==> src/rtl/ppio_pkg.sv <==
package ppio_pkg;

  typedef enum logic [1:0] {
    GA_BASIC    = 2'd0,
    GA_STROBED  = 2'd1,
    GA_BIDIR    = 2'd2
  } ga_mode_e;

  typedef struct packed {
    ga_mode_e ga_mode;
    logic     a_in;
    logic     cu_in;
    logic     gb_mode;
    logic     b_in;
    logic     cl_in;
  } ctrl_t;

  localparam ctrl_t CTRL_RESET = '{ga_mode: GA_BASIC, a_in: 1'b1, cu_in: 1'b1,
                                   gb_mode: 1'b0, b_in: 1'b1, cl_in: 1'b1};

  localparam logic [1:0] ADDR_A   = 2'd0;
  localparam logic [1:0] ADDR_B   = 2'd1;
  localparam logic [1:0] ADDR_C   = 2'd2;
  localparam logic [1:0] ADDR_CTL = 2'd3;

  // Decode a mode-set byte into the stored control fields.
  function automatic ctrl_t decode_mode(input logic [7:0] w);
    ctrl_t c;
    c.ga_mode = w[6] ? GA_BIDIR : (w[5] ? GA_STROBED : GA_BASIC);
    c.a_in    = w[4];
    c.cu_in   = w[3];
    c.gb_mode = w[2];
    c.b_in    = w[1];
    c.cl_in   = w[0];
    return c;
  endfunction

  // Per-bit choice between live pins (input) and latch (output).
  function automatic logic [7:0] merge_read(input logic [7:0] is_in,
                                            input logic [7:0] pins,
                                            input logic [7:0] latch);
    return (is_in & pins) | (~is_in & latch);
  endfunction

endpackage

==> src/rtl/ppio_bus_if.sv <==
module ppio_bus_if #(
  parameter int ADDR_W = 2
) (
  input  logic              cs_n,
  input  logic              rd_n,
  input  logic              wr_n,
  input  logic [ADDR_W-1:0] addr,
  output logic              wr_a,
  output logic              wr_b,
  output logic              wr_c,
  output logic              wr_ctl,
  output logic              rd_en
);
  import ppio_pkg::*;

  logic wr_en;
  assign wr_en  = !cs_n && !wr_n;
  assign rd_en  = !cs_n && !rd_n;
  assign wr_a   = wr_en && (addr == ADDR_A);
  assign wr_b   = wr_en && (addr == ADDR_B);
  assign wr_c   = wr_en && (addr == ADDR_C);
  assign wr_ctl = wr_en && (addr == ADDR_CTL);
endmodule

==> src/rtl/ppio_ctrl_reg.sv <==
module ppio_ctrl_reg #(
  parameter int DATA_W = 8,
  localparam int IDX_W = $clog2(DATA_W)
) (
  input  logic               clk,
  input  logic               rst,
  input  logic               wr_ctl,
  input  logic [DATA_W-1:0]  wdata,
  output ppio_pkg::ctrl_t    ctrl,
  output logic               mode_set,
  output logic               bit_cmd,
  output logic [IDX_W-1:0]   bit_idx,
  output logic               bit_val
);
  import ppio_pkg::*;

  assign mode_set = wr_ctl &&  wdata[DATA_W-1];
  assign bit_cmd  = wr_ctl && !wdata[DATA_W-1];
  assign bit_idx  = wdata[IDX_W:1];
  assign bit_val  = wdata[0];

  always_ff @(posedge clk) begin
    if (rst)           ctrl <= CTRL_RESET;
    else if (mode_set) ctrl <= decode_mode(wdata[7:0]);
  end

  // after any reset cycle every group is an input in mode 0
  a_r5_reset_inputs: assert property (@(posedge clk)
    rst |=> (ctrl == CTRL_RESET));

  // a bit command never alters the control state
  a_r4_bit_cmd_keeps_ctrl: assert property (@(posedge clk) disable iff (rst)
    bit_cmd |=> (ctrl == $past(ctrl)));
endmodule

==> src/rtl/ppio_port_latch.sv <==
module ppio_port_latch #(
  parameter int W = 8
) (
  input  logic         clk,
  input  logic         rst,
  input  logic         clr,
  input  logic         ld,
  input  logic [W-1:0] mask,
  input  logic [W-1:0] val,
  output logic [W-1:0] q
);
  always_ff @(posedge clk) begin
    if (rst || clr) q <= '0;
    else if (ld)    q <= (q & ~mask) | (val & mask);
  end

  // bits outside the write mask hold their value
  a_r4_unmasked_bits_hold: assert property (@(posedge clk) disable iff (rst)
    (!clr && ld) |=> (((q ^ $past(q)) & ~$past(mask)) == '0));

  // without a load the latch keeps its value
  a_r2_idle_latch_holds: assert property (@(posedge clk) disable iff (rst)
    (!clr && !ld) |=> (q == $past(q)));
endmodule

==> src/rtl/ppio_core.sv <==
module ppio_core #(
  parameter int DATA_W = 8,
  parameter int ADDR_W = 2,
  localparam int IDX_W = $clog2(DATA_W),
  localparam int NIB_W = DATA_W / 2
) (
  input  logic              clk,
  input  logic              rst,
  input  logic              cs_n,
  input  logic              rd_n,
  input  logic              wr_n,
  input  logic [ADDR_W-1:0] addr,
  input  logic [DATA_W-1:0] wdata,
  output logic [DATA_W-1:0] rdata,
  output logic              rdata_oe,
  input  logic [DATA_W-1:0] pa_in,
  output logic [DATA_W-1:0] pa_out,
  output logic [DATA_W-1:0] pa_oe,
  input  logic [DATA_W-1:0] pb_in,
  output logic [DATA_W-1:0] pb_out,
  output logic [DATA_W-1:0] pb_oe,
  input  logic [DATA_W-1:0] pc_in,
  output logic [DATA_W-1:0] pc_out,
  output logic [DATA_W-1:0] pc_oe,
  output logic [1:0]        grp_a_mode,
  output logic              grp_b_mode
);
  import ppio_pkg::*;

  logic wr_a, wr_b, wr_c, wr_ctl, rd_en;
  logic mode_set, bit_cmd, bit_val;
  logic [IDX_W-1:0] bit_idx;
  ctrl_t ctrl;

  ppio_bus_if #(.ADDR_W(ADDR_W)) u_bus (
    .cs_n(cs_n), .rd_n(rd_n), .wr_n(wr_n), .addr(addr),
    .wr_a(wr_a), .wr_b(wr_b), .wr_c(wr_c), .wr_ctl(wr_ctl), .rd_en(rd_en)
  );

  ppio_ctrl_reg #(.DATA_W(DATA_W)) u_ctrl (
    .clk(clk), .rst(rst), .wr_ctl(wr_ctl), .wdata(wdata),
    .ctrl(ctrl), .mode_set(mode_set), .bit_cmd(bit_cmd),
    .bit_idx(bit_idx), .bit_val(bit_val)
  );

  // Direction vectors, 1 = input, per line
  logic [DATA_W-1:0] a_is_in, b_is_in, c_is_in;
  assign a_is_in = {DATA_W{ctrl.a_in}};
  assign b_is_in = {DATA_W{ctrl.b_in}};
  generate
    for (genvar i = 0; i < DATA_W; i++) begin : g_cdir
      if (i >= NIB_W) begin : g_up
        assign c_is_in[i] = ctrl.cu_in;
      end else begin : g_lo
        assign c_is_in[i] = ctrl.cl_in;
      end
    end
  endgenerate

  // Port C load: full byte write or single-bit command
  logic [DATA_W-1:0] c_mask, c_val, bit_onehot;
  assign bit_onehot = {{(DATA_W-1){1'b0}}, 1'b1} << bit_idx;
  assign c_mask     = wr_c ? {DATA_W{1'b1}} : bit_onehot;
  assign c_val      = wr_c ? wdata : {DATA_W{bit_val}};

  ppio_port_latch #(.W(DATA_W)) u_pa (
    .clk(clk), .rst(rst), .clr(mode_set), .ld(wr_a),
    .mask({DATA_W{1'b1}}), .val(wdata), .q(pa_out)
  );
  ppio_port_latch #(.W(DATA_W)) u_pb (
    .clk(clk), .rst(rst), .clr(mode_set), .ld(wr_b),
    .mask({DATA_W{1'b1}}), .val(wdata), .q(pb_out)
  );
  ppio_port_latch #(.W(DATA_W)) u_pc (
    .clk(clk), .rst(rst), .clr(mode_set), .ld(wr_c || bit_cmd),
    .mask(c_mask), .val(c_val), .q(pc_out)
  );

  assign pa_oe      = ~a_is_in;
  assign pb_oe      = ~b_is_in;
  assign pc_oe      = ~c_is_in;
  assign grp_a_mode = ctrl.ga_mode;
  assign grp_b_mode = ctrl.gb_mode;

  // Host read path
  always_comb begin
    rdata = '0;
    if (rd_en) begin
      unique case (addr)
        ADDR_A:  rdata = merge_read(a_is_in, pa_in, pa_out);
        ADDR_B:  rdata = merge_read(b_is_in, pb_in, pb_out);
        ADDR_C:  rdata = merge_read(c_is_in, pc_in, pc_out);
        default: rdata = '0;
      endcase
    end
  end
  assign rdata_oe = rd_en;

  // deselected core never drives the host bus
  a_r2_quiet_when_deselected: assert property (@(posedge clk) disable iff (rst)
    cs_n |-> (!rdata_oe && rdata == '0));

  // control address reads as zero
  a_r6_ctrl_reads_zero: assert property (@(posedge clk) disable iff (rst)
    (rdata_oe && addr == ADDR_CTL) |-> (rdata == '0));

  // a mode set leaves every latch cleared
  a_r9_mode_set_clears: assert property (@(posedge clk) disable iff (rst)
    mode_set |=> (pa_out == '0 && pb_out == '0 && pc_out == '0));
endmodule

==> config.mk <==
export PLATFORM = sky130hd
export DESIGN_NAME = ppio_core
export DESIGN_NICKNAME = d
export VERILOG_FILES = /design/src/rtl/ppio_pkg.sv /design/src/rtl/ppio_bus_if.sv /design/src/rtl/ppio_ctrl_reg.sv /design/src/rtl/ppio_port_latch.sv /design/src/rtl/ppio_core.sv
export SDC_FILE = /design/constraint.sdc
export NUM_CORES = 1
export LEC_CHECK = 0
export ABC_AREA = 1
export BUFFER_PORTS_ARGS = -buffer_cell sky130_fd_sc_hd__buf_2
export CAP_MARGIN = 20
export CORE_UTILIZATION = 46
export CTS_CLUSTER_DIAMETER = 30
export DETAILED_ROUTE_END_ITERATION = 7
export MAX_ROUTING_LAYER = met4
export PLACE_DENSITY = 0.8
export SLEW_MARGIN = 20
export SYNTH_ARGS = -nofsm -noshare
export SYNTH_HDL_FRONTEND = slang
export SYNTH_SLANG_ARGS = --single-unit
==> constraint.sdc <==
create_clock -name clk -period 1.5 [get_ports clk]
set_input_delay 0.3 -clock clk [delete_from_list [all_inputs] [get_ports clk]]
set_output_delay 0.3 -clock clk [all_outputs]
set_load 0.02 [all_outputs]
; ---- Yosys cells after proc, flatten, opt, wreduce, memory -nomap -nowiden
; Index checks and enable logic that the tools add are counted.
[op_classes]
eq_ne = 3
shift = 1
muxes = 6
n_bitwise = 16
n_reduce_logical = 15
[ops]
columns = operator, n
row1 = 8-bit bitwise AND, 8
row2 = 8-bit inverter, 4
row3 = 8-bit bitwise OR, 4
row4 = 8-bit 2-to-1 mux, 3
row5 = 8-bit case mux with 3 select lines, 1
row6 = 1-bit logical AND, 8
row7 = "1-bit by 3-bit left shift with 8-bit output, first input constant", 1
row8 = "2-bit == test, second input constant", 2
row9 = 1-bit zero test, 4
row10 = "2-bit by 1-bit == test with 1-bit output, second input constant", 1
row11 = 2-bit zero test, 1
row12 = 1-bit logical OR, 2
row13 = 2-bit 2-to-1 mux, 1
row14 = 1-bit 2-to-1 mux, 1
[totals]
reg_bits = 31
out_inout_bits = 60
word_cells = 50

; ---- Logic depth before layout (Yosys ltp)
; Gate-level depths: netlist of run 1.
[depth]
ltp_word = 7
ltp_mapped = 7
mapped_depth_nobuf = 7

; ---- Cells and area by module
; Synthesis of run 1 repeated with hierarchy kept, for this count alone.
[hier_totals]
hier_cells = 432
hier_area_um2 = 2396.0
[by_module_without_submodules]
columns = mod, n_inst, cells_each, area_per_inst_um2, seq_area_each_um2
row1 = ppio_port_latch, 3, 58, 371.6, 160.2
row2 = ppio_core, 1, 199, 907.1, 0.0
row3 = ppio_ctrl_reg, 1, 45, 319.1, 140.1
row4 = ppio_bus_if, 1, 14, 55.1, 0.0

; ---- Least setup slack after synthesis of run 1
; Ideal clock, no wire load.
[synth_timing]
kind = register to output
from = reg, netlist name u_ctrl.ctrl[3]
to = out rdata[6]
t_arrival_ns = 1.124
setup_slack_ns = 0.076
path_stages_with_launch = 7
n_path_buf = 0
path_cell_list = dfxtp_1 -> clkinv_1 -> nand2_1 -> o211ai_1 -> nand3_1 -> nand2_1 -> inv_1
[synth_between]
elab_chain_cells = 5
elab_cells_between_ends = 6
cone_classes = mux: 2 / bitwise: 4
[synth_rtl]
columns = item, line_no
row1 = 8-bit inverter, ppio_pkg.sv:42  ; return (is_in & pins) | (~is_in & latch);
row2 = 8-bit bitwise AND, ppio_pkg.sv:42
row3 = 8-bit bitwise OR (*), ppio_pkg.sv:42
row4 = 8-bit case mux with 3 select lines (*), ppio_core.sv:89  ; unique case (addr)
row5 = 8-bit 2-to-1 mux (*), ppio_core.sv:88  ; if (rd_en) begin
row6 = to (decl), ppio_core.sv:14  ; output logic [DATA_W-1:0] rdata,
; Every way passes the cells marked *; elsewhere a longest branch is shown, timed or not.

; ---- Worst setup path after layout of run 1
[layout_timing]
from = reg, netlist name u_ctrl.ctrl[1]
to = out rdata[1]
[layout_between]
elab_chain_cells = 5
elab_cells_between_ends = 6
cone_classes = mux: 2 / bitwise: 4
[layout_rtl]
columns = item, line_no
row1 = 8-bit inverter, ppio_pkg.sv:42
row2 = 8-bit bitwise AND, ppio_pkg.sv:42
row3 = 8-bit bitwise OR (*), ppio_pkg.sv:42
row4 = 8-bit case mux with 3 select lines (*), ppio_core.sv:89
row5 = 8-bit 2-to-1 mux (*), ppio_core.sv:88
; Marked as above.

==> results.md, run 1 <==
- Setup repair after global routing could not meet its margin everywhere.
- The yosys synthesis warning count is 0.
- The portion of the clock cycle consumed by the worst path in the final layout is 115%.
- Once layout is complete, the utilization of the core stands at 65.8%.
- The max-capacitance violation count is 0.
- The tree built by TritonCTS fans out to 31 sinks.
- The placed instance area is 2470 sq um.
- Detailed placement ended at an HPWL of 4820 um.
- The worst flop-to-flop path endpoint is u_ctrl.ctrl[0].
- The setup clock skew after layout is 0 ns.
- The setup slack of the most critical reg-to-reg path is 0.60 ns.
- The count of pins over their slew limit came to 0.
- In this run the remaining antenna-violating nets after routing total 0.
- The row count is 23.
- The top cell family by delay on the critical path is flip-flops.
- The distinct cell type count after synthesis is 23.
- Headroom to the max-slew limit came out at 77.5%.
- Input and output buffers added on the ports amount to 98.
- The root buffer selected by CTS is clkbuf_8.
- The final reports fail on negative setup slack.
- Counting both buffers and inverters, the worst setup path holds a total of 3.
- The number of antenna diodes in the final layout is 0.
- The setup path with the least slack is of type reg -> out.
- The biggest cell delay along the critical path is 0.34 ns.
- Buffers inserted to repair hold after CTS numbered 0.
- Sequential cells were found to cover 30.4% of the synthesized design area.
- The initial antenna violation count is 0.
- The global-route wire length before repair is 9680 um.
- The smallest clock period supported by the final layout is computed as 1.73 ns.
- A synthesized cell averages 6.45 sq um.
- The combinational fraction of design power is 18.9%.
- During I/O placement, the number of pins put on the boundary was 99.
- The die covers 4700 sq um.
- The required time reported for the critical path endpoint is 1.20 ns.
- The slowest stage cell on the critical path is dfxtp_2.
- The CTS tree is yes.
- The mapped netlist covers 2040 sq um.
- In this run, the clock network consumes 41.3% of the power.
- Counting along the longest clock path gives a buffer depth of 2.
- The number of cells on the worst reg-to-reg path is 4.
- The worst ir drop on vdd is 0.536 mV.
- The final layout contains routed wiring with a total length of 6650 um.
- The post-route DRC violation count is 0.
- Setup violations remaining at the end of the flow were counted as 8.
- The iteration count of the initial detailed-routing pass is 5.
- The final layout contains 450 nets.
- The clock reaches the later pin of the worst-skew pair after 0.29 ns.
- The remaining global-route overflow is 0.
- The layout has 384 filler cells.
- The congestion estimate from routability-driven global placement came to 0.934.
- The x dimension of the die is 68.6 um.
- From bottom edge to top edge, the die measures 68.6 um.
- The leakage power of the design is 1.48 nW.
- The switching power total is 0.000614 W.
- The CTS clock-pin slew for the worst setup and hold paths is 0.07 ns.
- The critical path goes through buf_6 > nor2_4 > nor2_1 > o21ai_1 > nand2_1 > o21ai_2 > inv_1 > buf_6.
- The worst hold path begins at rst.
- The cell-internal power is 0.00152 W.
- Compared with the post-synthesis result, the final layout area differs by 32.9%.
- The launch point of the worst reg-to-reg path is u_ctrl.ctrl[0].
- The hold path depth is 2.
- The via count of the first global-routing pass is 2031.
- The sink of the worst hold path is u_ctrl.ctrl[5].
- The clock tree synthesis step divided the H-tree into 2 levels.
- The number of buffers created by CTS is 5.
- The cell area after layout is 2710 sq um.
- The share of power burned in registers is 39.8%.
- The number of instances in the synthesized netlist is 316.
- The number of nets in the synthesized netlist is 355.
- The run finished, with violations left.
- The flip-flop and latch count after synthesis is 31.
- Using the TritonRoute via totals, the vias-per-cell ratio works out to 5.27.
- The critical path capture point type is a primary output.
- For this block, the via count after detailed routing is 2435.
- In the global route stage, overall resource usage came out at 29.6%.
- In this run the standard cell core region covers 4120 sq um.
- The largest net degree at the start of global routing is 17.
- The power per unit of standard cell area is 787 nW/um^2.
- The startpoint type of the worst setup path is a flop.
- The highest fanout seen on the critical path is 6.
- Cells with a size suffix above 1 make up 39.6% of the layout.
- The most prevalent standard cell on the critical path is buf_6.
- At the pin with the least slew margin, the transition time is 0.337 ns.
- The net switching share of the total power is 28.8%.
- The highest clock frequency the design can meet is 578 MHz.
- The count of routing violations after the opening detailed-route iteration is 211.
- The smallest setup slack after layout is -0.231 ns.
- The type of the most critical hold path is in -> reg.
- The number of hold-slack violations in the final timing report was 0.
- The starting density of the core is 49.5%.
- Data on the critical path arrives at its endpoint at 1.43 ns.
- The routed length per placed instance is 14.4 um.
per-layer routing:
metal	GRT usage, %	vias up	part of all wire [%]
li1	-	1194	-
met1	35.2	1080	41
met2	46.1	140	47
met3	5.92	21	7.9
met4	17.4	0	3.8
met5	-	-	0
power groups by stage:
stage	registers, W	logic [W]	clock network [W]
finish	0.000849	0.000403	0.000881
global route	0.000849	0.000440	0.000920
CTS	0.000849	0.000386	0.000877
detailed placement	0.000866	0.000376	0
global placement	0.000866	0.000371	0
floorplan	0.000878	0.000225	0
layout by cell type, fill, tap and decap left out, types with 2 or more instances in the layout:
cell type  Yosys  layout
a21oi_1       36      35
buf_2          4      96
buf_4         24      19
buf_6          3       4
clkbuf_8       0       6
clkinv_2       1       2
clkinv_4       0       2
dfxtp_1       31      26
dfxtp_2        0       4
inv_1         21      21
inv_2          7       6
nand2_1       62      62
nand2_2        4       4
nand2_4        2       2
nand3_1       24      24
nand3_4        2       2
nor2_1        44      39
nor2_2         2       5
nor2_4         2       4
o21ai_0       35      24
o21ai_1        6      16
cell type report:
class / instances / area, sq um / area share (%)
Clock buffer: 6 / 82.6 / 3.05
Inverter: 31 / 135 / 4.99
Sequential cell: 31 / 629 / 23.2
Multi-Input combinational cell: 223 / 1100 / 40.5
Clock inverter: 2 / 35.0 / 1.29
Tap cell: 50 / 62.6 / 2.31
Timing Repair Buffer: 119 / 668 / 24.7
repair_timing:
item | CTS | global route
setup endpoints to repair | 11 | 8
pin swaps | 2 | 2
resized for setup | 21 | 18
setup buffers | 4 | 2
synthesized netlist by cell type:
master / number / area share, %
a21oi_1: 36 / 8.8
buf_2: 4 / 0.98
buf_4: 24 / 8.8
buf_6: 3 / 1.7
clkinv_1: 2 / 0.37
clkinv_2: 1 / 0.25
dfxtp_1: 31 / 30
inv_1: 21 / 3.9
inv_2: 7 / 1.3
nand2_1: 62 / 11
nand2_2: 4 / 1.2
nand2_4: 2 / 1.1
nand3_1: 24 / 5.9
nand3_2: 1 / 0.49
nand3_4: 2 / 1.7
nor2_1: 44 / 8.1
nor2_2: 2 / 0.61
nor2_4: 2 / 1.1
nor2_8: 1 / 0.98
o211ai_1: 1 / 0.37
o21a_1: 1 / 0.37
o21ai_0: 35 / 8.6
o21ai_1: 6 / 1.5
per-stage QoR:
stage / hold slack (ns) / std cells / setup slack [ns] / setup TNS (ns) / power [W]
2_1_floorplan: 0.369 / 316 / 0.0761 / 0 / 0.00110
3_3_place_gp: 0.454 / 448 / -0.120 / -0.443 / 0.00124
3_5_place_dp: 0.449 / 448 / -0.133 / -0.641 / 0.00124
4_1_cts: 0.268 / 460 / -0.197 / -1.26 / 0.00211
5_1_grt: 0.279 / 462 / -0.303 / -2.01 / 0.00221
6_report: 0.284 / 462 / -0.231 / -1.34 / 0.00213
worst max-delay path by stage:
stage / startpoint / end / slack (ns) / cells past startpoint
floorplan: u_ctrl.ctrl[3] / rdata[6] / 0.08 / 6
global placement: addr[0] / rdata[5] / -0.12 / 7
detailed placement: addr[0] / rdata[4] / -0.13 / 7
CTS: u_ctrl.ctrl[1] / rdata[1] / -0.20 / 8
global route: u_ctrl.ctrl[1] / rdata[3] / -0.30 / 8
finish: u_ctrl.ctrl[1] / rdata[1] / -0.23 / 8
logic make-up after synthesis:
logic type,synth area share [%]
compound gates,19.6
simple gates,32.7
buf+inv,17.2
flops,30.4
Note: power is estimated with default switching activity, not from simulation.
==> inputs of run 2 (changes only) <==
--- a/config.mk
+++ b/config.mk
@@ -7,7 +7,6 @@
 export LEC_CHECK = 0
 export ABC_AREA = 1
 export BUFFER_PORTS_ARGS = -buffer_cell sky130_fd_sc_hd__buf_2
-export CAP_MARGIN = 20
 export CORE_UTILIZATION = 46
 export CTS_CLUSTER_DIAMETER = 30
 export DETAILED_ROUTE_END_ITERATION = 7
==> constraint.sdc (replaced) <==
create_clock -name clk -period 1.5 [get_ports clk]
set_input_delay 0.3 -clock clk [delete_from_list [all_inputs] [get_ports clk]]
set_output_delay 0.3 -clock clk [all_outputs]
set_load 0.005 [all_outputs]
==> run 2 against run 1 <==
  * Critical endpoint is now rdata[5]
  * Worst setup slack better by 0.061 ns
  * Global-route usage down 0.44 points
  * Die area stayed put
  * First-iteration DRC count fell by 6.6%
  * Critical path type unchanged
  * The flow still finishes with violations (negative setup slack)
  * Worst hold slack got worse by 0.0046 ns
  * Sequential cell count stayed put
  * Clock power shrank 1%
==> results.md, run 2 (synthesized netlist as in run 1, its figures left out) <==
- Result of the run: finished, violations left (unchanged).
- Violated checks: negative setup slack (unchanged).
- The total negative slack came to -0.933 ns (was -1.34 ns).
- The portion of the clock cycle consumed by the worst path in the final layout is 111% (was 115%).
- The met2 routing resource usage after global routing was 44.1% (was 46.1%).
- The root buffer selected by CTS is clkbuf_8 (unchanged).
- The area growth from synthesis to layout came to 31.6% (was 32.9%).
- The CTS tree is yes (unchanged).
- The remaining global-route overflow is 0 (unchanged).
- The power per unit of standard cell area was 772 nW/um^2 (was 787 nW/um^2).
- The count of pins over their slew limit is 0 (unchanged).
- The most common library cell in the layout ignoring fill and taps is buf_2 (unchanged).
- The actual transition at the worst max-transition pin came to 0.324 ns (was 0.337 ns).
- The number of hold-slack violations in the final timing report was 0 (unchanged).
- The HPWL after detailed placement was 4700 um (was 4820 um).
- The highest fanout seen on the critical path is 8 (was 6).
- The setup clock skew after layout is 0 ns (unchanged).
- The initial antenna violation count was 0 (unchanged).
- Setup repair after global routing missed its margin: true (unchanged).
- The global routing usage on met3 came to 4.61% (was 5.92%).
- The worst ir drop on vdd is 0.582 mV (was 0.536 mV).
- The post-route DRC violation count is 0 (unchanged).
- The level count of the clock H-tree is 2 (unchanged).
- The hold-fix buffer count after cts is 0 (unchanged).
- The row count was 23 (unchanged).
- The type of the most critical hold path is in -> reg (unchanged).
- The height of the die came to 68.6 um (unchanged).
- The normalized max-slew margin is 78.4% (was 77.5%).
- The largest net degree at the start of global routing is 17 (unchanged).
- The routed via count divided by cell count came to 5.15 (was 5.27).
- Commonest non-fill, non-tap cells in the layout: buf_2 (98), nand2_1 (62), nor2_1 (38), a21oi_1 (34) (was buf_2 (96), nand2_1 (62), nor2_1 (39), a21oi_1 (35), dfxtp_1 (26)).
- The critical path class is reg -> out (unchanged).
- The overall global routing resource usage is 29.1% (was 29.6%).
- The max-capacitance violation count came to 0 (unchanged).
- The global-route wire length before repair came to 9490 um (was 9680 um).
- The final count of negative-setup-slack endpoints is 8 (unchanged).
- The critical path capture point type is a primary output (unchanged).
- The required time reported for the critical path endpoint is 1.20 ns (about the same).
- The highest clock frequency the design can meet is 599 MHz (was 578 MHz).
- The placed instance area is 2480 sq um (was 2470 sq um).
- The share of cells above drive strength 1 came to 39.8% (was 39.6%).
- The count of input and output buffers is 98 (unchanged).
- The shortest period the worst path allows is 1.67 ns (was 1.73 ns).
- The routed length per placed instance is 13.8 um (was 14.4 um).
- The number of nets still failing antenna checks after routing is 0 (unchanged).
- The leakage power of the design is 1.46 nW (was 1.48 nW).
- The x dimension of the die is 68.6 um (unchanged).
- The clock network latency to the later pin of the worst-skew pair was 0.28 ns (was 0.29 ns).
- The net total in the final layout came to 448 (was 450).
- The number of buffers created by CTS is 5 (unchanged).
- The number of filler cells placed in the layout is 381 (was 384).
- The setup slack of the most critical reg-to-reg path is 0.71 ns (was 0.60 ns).
- The TritonCTS sink count came to 31 (unchanged).
- The count of routing violations after the opening detailed-route iteration is 197 (was 211).
- The fraction of met1 tracks used by global routing was 35.4% (was 35.2%).
- The CTS clock-pin slew for the worst setup and hold paths came to 0.07 ns (about the same).
- The total wirelength of the detailed-routed design is 6330 um (was 6650 um).
- The number of buffers between clock root and the deepest sink is 2 (unchanged).
- The via count of the routed design was 2368 (was 2435).
- The tightest hold margin is 0.279 ns (was 0.284 ns).
- The smallest setup slack after layout is -0.171 ns (was -0.231 ns).
- The die area was 4700 sq um (unchanged).
- The startpoint type of the worst setup path is a flop (unchanged).
- The total core area came to 4120 sq um (unchanged).
- The via count of the first global-routing pass came to 2071 (was 2031).
- The data arrival at the endpoint of the critical path came to 1.37 ns (was 1.43 ns).
- The starting density of the core is 49.5% (unchanged).
- The cell area after layout is 2680 sq um (was 2710 sq um).
- The utilization of the core after routing came to 65.2% (was 65.8%).
- The busiest metal layer after global routing is met2 (unchanged).
- The iteration count of the initial detailed-routing pass is 4 (was 5).
- The number of primary I/O pins was 99 (unchanged).
- The number of inserted diodes came to 0 (unchanged).
- The routability congestion estimate is 0.926 (was 0.934).
-- run 2: cell types whose count changed in the layout (fill, tap and decap cells not counted), sizes merged --
cell,previous run,this run
buf,119,117
-- run 2: per-stage QoR --
stage,std cells,setup WS [ns],power (W)
after floorplan,316,0.246,0.00106
after global placement,449,-0.0848,0.00120
after detailed placement,449,-0.0793,0.00120
after CTS,460,-0.151,0.00207
after global routing,460,-0.266,0.00215
final,460,-0.171,0.00207
-- run 2: layout make-up --
class	count	area, sq um	area share, %
multi-input combinational	223	1110	41.4
timing repair buffer	117	637	23.7
sequential	31	626	23.3
inverter	31	129	4.80
clock buffer	6	82.6	3.08
tap	50	62.6	2.33
clock inverter	2	35.0	1.31
-- run 2: critical path, stage by stage (launching register included) --
cell	delay [ns]
dfxtp_2	0.34
buf_4	0.16
o21ai_0	0.18
nand2_1	0.10
o21ai_2	0.13
inv_1	0.05
buf_2	0.12
-- run 2: per-layer routing --
layer / vias up / share of wire (%)
li1: 1187 / -
met2: 120 / 46
met5: - / 0
met1: 1037 / 41
met4: 0 / 4.4
met3: 24 / 9.2
-- run 2: worst paths after layout --
kind                   from        endpoint  cells after the start
max reg2reg  u_ctrl.ctrl[3]  u_ctrl.ctrl[3]                      3
min                     rst  u_ctrl.ctrl[5]                      2
min reg2reg  u_ctrl.ctrl[5]  u_ctrl.ctrl[5]                      2
max          u_ctrl.ctrl[4]        rdata[5]                      6
-- run 2: timing repair --
item | 4_1_cts | 5_1_grt
pin swaps | 2 | 0
resized for setup | 26 | 5
buffers inserted | 3 | 0
endpoints found under the setup margin | 8 | 8
-- run 2: power breakdown --
group | leakage, nW | internal, W | switching (W)
clock | 0.0612 | 0.000537 | 0.000333
combinational | 1.15 | 0.000140 | 0.000211
sequential | 0.249 | 0.000838 | 0.0000121
